==> src/rtl/barrier_pkg.sv <==
package barrier_pkg;
  typedef enum logic {
    PH_GATHER  = 1'b0,
    PH_RELEASE = 1'b1
  } phase_t;
endpackage

==> src/rtl/barrier_pick.sv <==
// Fixed-priority picker: the lowest set request bit wins.
module barrier_pick #(
  parameter int W = 4
) (
  input  logic [W-1:0] req,
  output logic [W-1:0] gnt,
  output logic         any
);
  always_comb begin
    gnt = req & (~req + W'(1));
    any = |req;
  end
endmodule

==> src/rtl/barrier_roster.sv <==
// Records which processors have entered in the current round.
module barrier_roster #(
  parameter int NPROC = 4
) (
  input  logic             clk,
  input  logic             rst_n,
  input  logic [NPROC-1:0] add,
  input  logic [NPROC-1:0] drop,
  output logic [NPROC-1:0] present
);
  always_ff @(posedge clk or negedge rst_n) begin
    if (!rst_n) present <= '0;
    else        present <= (present | add) & ~drop;
  end
endmodule

==> src/rtl/barrier_ctrl.sv <==
// Shared up/down count and phase: entries count up, exits count down.
module barrier_ctrl
  import barrier_pkg::*;
#(
  parameter int CW = 3
) (
  input  logic          clk,
  input  logic          rst_n,
  input  logic [CW-1:0] part_count,
  input  logic          inc,
  input  logic          dec,
  output phase_t        phase,
  output logic [CW-1:0] cnt
);
  logic [CW:0] cnt_up;

  always_comb cnt_up = {1'b0, cnt} + (CW+1)'(1);

  always_ff @(posedge clk or negedge rst_n) begin
    if (!rst_n) begin
      phase <= PH_GATHER;
      cnt   <= '0;
    end else if (inc) begin
      cnt <= cnt_up[CW-1:0];
      if (cnt_up >= {1'b0, part_count}) phase <= PH_RELEASE;
    end else if (dec) begin
      cnt <= cnt - CW'(1);
      if (cnt == CW'(1)) phase <= PH_GATHER;
    end
  end
endmodule

==> src/rtl/barrier_sync.sv <==
module barrier_sync
  import barrier_pkg::*;
#(
  parameter int NPROC = 4,
  parameter int CW    = $clog2(NPROC + 1)
) (
  input  logic             clk,
  input  logic             rst_n,
  input  logic [CW-1:0]    part_count,
  input  logic [NPROC-1:0] enter_req,
  output logic [NPROC-1:0] enter_ack,
  input  logic [NPROC-1:0] leave_req,
  output logic [NPROC-1:0] leave_ok,
  output logic [NPROC-1:0] leave_done
);
  phase_t           phase;
  logic [CW-1:0]    cnt_q;
  logic [NPROC-1:0] present;
  logic [NPROC-1:0] enter_elig, leave_elig;
  logic [NPROC-1:0] enter_gnt, leave_gnt;
  logic             enter_any, leave_any;

  always_comb begin
    enter_elig = enter_req & ~present & {NPROC{phase == PH_GATHER}};
    leave_elig = leave_req & present & {NPROC{phase == PH_RELEASE}};
    enter_ack  = enter_gnt;
    leave_done = leave_gnt;
    leave_ok   = present & {NPROC{phase == PH_RELEASE}};
  end

  barrier_pick #(.W(NPROC)) u_enter_pick (
    .req(enter_elig), .gnt(enter_gnt), .any(enter_any)
  );

  barrier_pick #(.W(NPROC)) u_leave_pick (
    .req(leave_elig), .gnt(leave_gnt), .any(leave_any)
  );

  barrier_roster #(.NPROC(NPROC)) u_roster (
    .clk(clk), .rst_n(rst_n), .add(enter_gnt), .drop(leave_gnt), .present(present)
  );

  barrier_ctrl #(.CW(CW)) u_ctrl (
    .clk(clk), .rst_n(rst_n), .part_count(part_count),
    .inc(enter_any), .dec(leave_any), .phase(phase), .cnt(cnt_q)
  );
endmodule

==> config.mk <==
export PLATFORM = sky130hd
export DESIGN_NAME = barrier_sync
export DESIGN_NICKNAME = d
export VERILOG_FILES = /design/src/rtl/barrier_pkg.sv /design/src/rtl/barrier_pick.sv /design/src/rtl/barrier_roster.sv /design/src/rtl/barrier_ctrl.sv /design/src/rtl/barrier_sync.sv
export SDC_FILE = /design/constraint.sdc
export NUM_CORES = 1
export LEC_CHECK = 0
export ABC_AREA = 1
export CAP_MARGIN = 40
export CORE_UTILIZATION = 46
export CTS_CLUSTER_DIAMETER = 30
export CTS_CLUSTER_SIZE = 28
export DETAILED_ROUTE_END_ITERATION = 10
export HOLD_SLACK_MARGIN = 0.02
export PLACE_DENSITY_LB_ADDON = 0.08
export SYNTH_ARGS = -nofsm -noshare
export SYNTH_HDL_FRONTEND = slang
export SYNTH_SLANG_ARGS = --single-unit
export TNS_END_PERCENT = 1
==> constraint.sdc <==
create_clock -name clk -period 3.2 [get_ports clk]
set_clock_uncertainty 0.05 [all_clocks]
set_input_delay 0.96 -clock clk [delete_from_list [all_inputs] [get_ports clk]]
set_output_delay 0.96 -clock clk [all_outputs]
set_load 0.01 [all_outputs]
==> flow_summary_export.csv <==
group,metric,value,unit
status,status,"finished clean",
power_and_ir_drop,p_total,197,uW
clock_network,clk_pin_slew,0.05,ns
yosys,synth_seq_cells,8,
global_route,grt_max_degree,12,
setup_path,path_delay_family,"buffers and inverters",
clock_network,cts_buffers,3,
setup_path,cp-start-kind,"input pin",
clock_network,cts_tree,"built",
setup_path,crit-reg2reg-capture,"u_ctrl.phase",
finish,nets,151,
setup_path,critPathKind,"in2out",
yosys,syn-num-nets,112,
floorplanning,core,1350,sq um
yosys,netlist_area,697,sq um
hold_path,worstHoldPathCells,2,
timing,whs,0.523,ns
floorplanning,start_util,51.6,%
run,maxCapViolCount,0,
finish,diodes,0,
detailed_routing,first_iter_violations,9,
timing,finalSetupTns,0,ns
clock_network,htree_levels,1,
yosys,yosysWarnings,0,
setup_path,rrSetupSlack,1.50,ns
detailed_routing,drt-wirelength-per-cell,11.0,microns
place,place_ws,-0.172,ns
yosys,avgSynthCellArea,7.49,sq um
setup_path,max_stage_delay,0.42,ns
setup_path,r2r_start,"u_ctrl.cnt[0]",
clock_network,cts_sinks,8,
floorplanning,ios,25,
setup_path,critical_path_required,2.19,ns
timing,slew_headroom,71.5,%
setup_path,crit_path_top_delay_cell,"clkdlybuf4s50_1",
clock_network,cts_hold_buf,0,
hold_path,hold_path.class,"reg2reg",
yosys,ys_seq_area_share,28.7,%
timing,finalHoldViolations,0,
timing,post-route-period-util,97.2,%
clock_network,cts_buffer_depth,2,
setup_path,crit_arrival,2.10,ns
timing,setup_viol,0,
clock_network,clkLatencyLatePin,0.25,ns
place,placed_area,1030,sq um
global_route,antenna_found_initial,0,
setup_path,crit_chain,"clkdlybuf4s50_1 -> nand3_1 -> nand2_2 -> or2_1 -> inv_1 -> dlygate4sd2_1",
floorplanning,dieArea,1670,sq um
detailed_routing,antenna_left,0,
yosys,netlist_instances,93,
detailed_routing,firstDrtPassIters,4,
global_route,grt_pass1_wl,2480,microns
timing,finalMaxSlewViolations,0,
power_and_ir_drop,leakage,0.617,nW
floorplanning,die_x,40.9,microns
hold_path,hold_end,"u_roster.present[2]",
floorplanning,rows,13,
yosys,synth_cell_type_count,23,
setup_path,reg2regPathDepth,7,
place,post-dp-hpwl,1300,microns
finish,drive_gt1_share,25.4,%
clock_network,root_buffer,"clkbuf_4",
clock_network,postCtsSetupBuffers,0,
floorplanning,die_y,40.9,microns
setup_path,end_kind,"output pin",
power_and_ir_drop,peakVddDrop,228,uV
finish,area_growth,49.2,%
place,place_congestion,0.841,
timing,fin_ws,0.0903,ns
detailed_routing,vias,691,
detailed_routing,post_drt_via_cell_ratio,4.77,
timing,worst_pin_slew,0.428,ns
setup_path,cp_num_buf_inv,3,
setup_path,cp_max_fo,3,
hold_path,hold_start,"u_roster.present[2]",
timing,min_period,3.11,ns
global_route,grt_use_total,22.4,%
global_route,grt_pass1_vias,654,
place,io_buffers,24,
power_and_ir_drop,powerDensity,190,nW/um^2
detailed_routing,routed_wirelength,1600,microns
global_route,grt_overflow,0,
timing,fmax,0.322,GHz
timing,rsz0062_at_grt,"no",
clock_network,post_cts_resize_count,9,
detailed_routing,drcViolationCount,0,
finish,stdcell_area,1040,sq um
-- cells by family after synthesis --
| group | after synthesis | share of synthesized area (%) |
|---|---|---|
| and+or+nand+nor | 42 | 35.0 |
| adders and majority gates | 6 | 10.8 |
| buffers and inverters | 25 | 14.5 |
| AOI/OAI and AO/OA | 10 | 8.44 |
| DFF | 8 | 28.7 |
| xor gates and xnor gates | 2 | 2.51 |
-- worst min-delay path, delay by kind of cell (launching register included) --
family | cells | cell delay (ns)
flops | 1 | 0.41
buf+inv | 1 | 0.08
compound gates | 1 | 0.05
-- state kept, by name, summed over array words and instances (netlist names) --
| signal | count |
|---|---|
| u_ctrl.cnt | 3 |
| u_ctrl.phase | 1 |
| u_roster.present | 4 |
-- per-stage QoR --
stage | cells | util [%]
finish | 145 | 77.0
global route | 145 | 77.0
CTS | 145 | 77.0
detailed placement | 142 | 76.1
global placement | 142 | 76.1
floorplan | 93 | -
-- cells in the mapped netlist --
cell type   n  share of area [%]
nor2_4      2                3.2
a21oi_2     1                1.3
or2_1       1               0.90
nor2_1      3                1.6
nand2_1    18                9.7
ha_1        6                 11
nand3b_1    1                1.1
nor3b_2     1                1.8
xnor2_1     2                2.5
nand4_1     1               0.90
a21oi_1     3                2.2
nand2_2     3                2.7
inv_1      19                 10
buf_6       1                1.6
o21ai_0     1               0.72
inv_2       5                2.7
a21boi_0    1                1.1
o21bai_1    1                1.1
nand3_1     6                4.3
dfrtp_1     8                 29
nand2_4     1                1.6
nand3_2     5                7.2
o21ai_1     3                2.2
-- area by class of cell --
type	count	area, sq um
multi-input cells	60	395
clock buffers	3	22.5
fillers	107	310
inverters	24	90.1
well taps	15	18.8
flip-flops and latches	8	200
repair buffers	35	313
-- layout by cell type, fill, tap and decap left out --
master | Yosys | routed
a21boi_0 | 1 | 1
a21oi_1 | 3 | 3
a21oi_2 | 1 | 1
buf_4 | 0 | 11
clkbuf_4 | 0 | 3
clkdlybuf4s50_1 | 0 | 16
dfrtp_1 | 8 | 8
dlygate4sd2_1 | 0 | 8
ha_1 | 6 | 6
inv_1 | 19 | 18
inv_2 | 5 | 6
nand2_1 | 18 | 18
nand2_2 | 3 | 3
nand2_4 | 1 | 1
nand3_1 | 6 | 6
nand3_2 | 5 | 5
nand3b_1 | 1 | 1
nand4_1 | 1 | 1
nor2_1 | 3 | 3
nor2_4 | 2 | 2
nor3b_2 | 1 | 1
o21ai_0 | 1 | 1
o21ai_1 | 3 | 3
o21bai_1 | 1 | 1
or2_1 | 1 | 1
xnor2_1 | 2 | 2
-- worst max path at each step --
stage | startpoint | to | slack (ns) | cells after the start
6_report | enter_req[1] | enter_ack[2] | 0.09 | 6
5_1_grt | enter_req[1] | enter_ack[2] | 0.03 | 6
4_1_cts | enter_req[1] | enter_ack[2] | 0.09 | 6
3_5_place_dp | enter_req[2] | enter_ack[2] | -0.17 | 5
3_3_place_gp | enter_req[1] | enter_ack[2] | -0.15 | 6
2_1_floorplan | enter_req[0] | enter_ack[2] | 0.75 | 4
-- routing by layer --
metal  global-route usage, %  vias up  share of wire, %
met3                    6.52        0               5.8
met2                    41.8       26                50
met4                    2.50        0                 0
met5                       0        -                 0
met1                    25.4      305                44
li1                        -      360                 -
-- report_power, final --
part | switching [mW] | total, mW | internal, mW
clock | 0.0334 | 0.0763 | 0.0429
sequential | 0 | 0.101 | 0.101
combinational | 0.00603 | 0.0198 | 0.0138
Note: power is estimated with default switching activity, not from simulation.
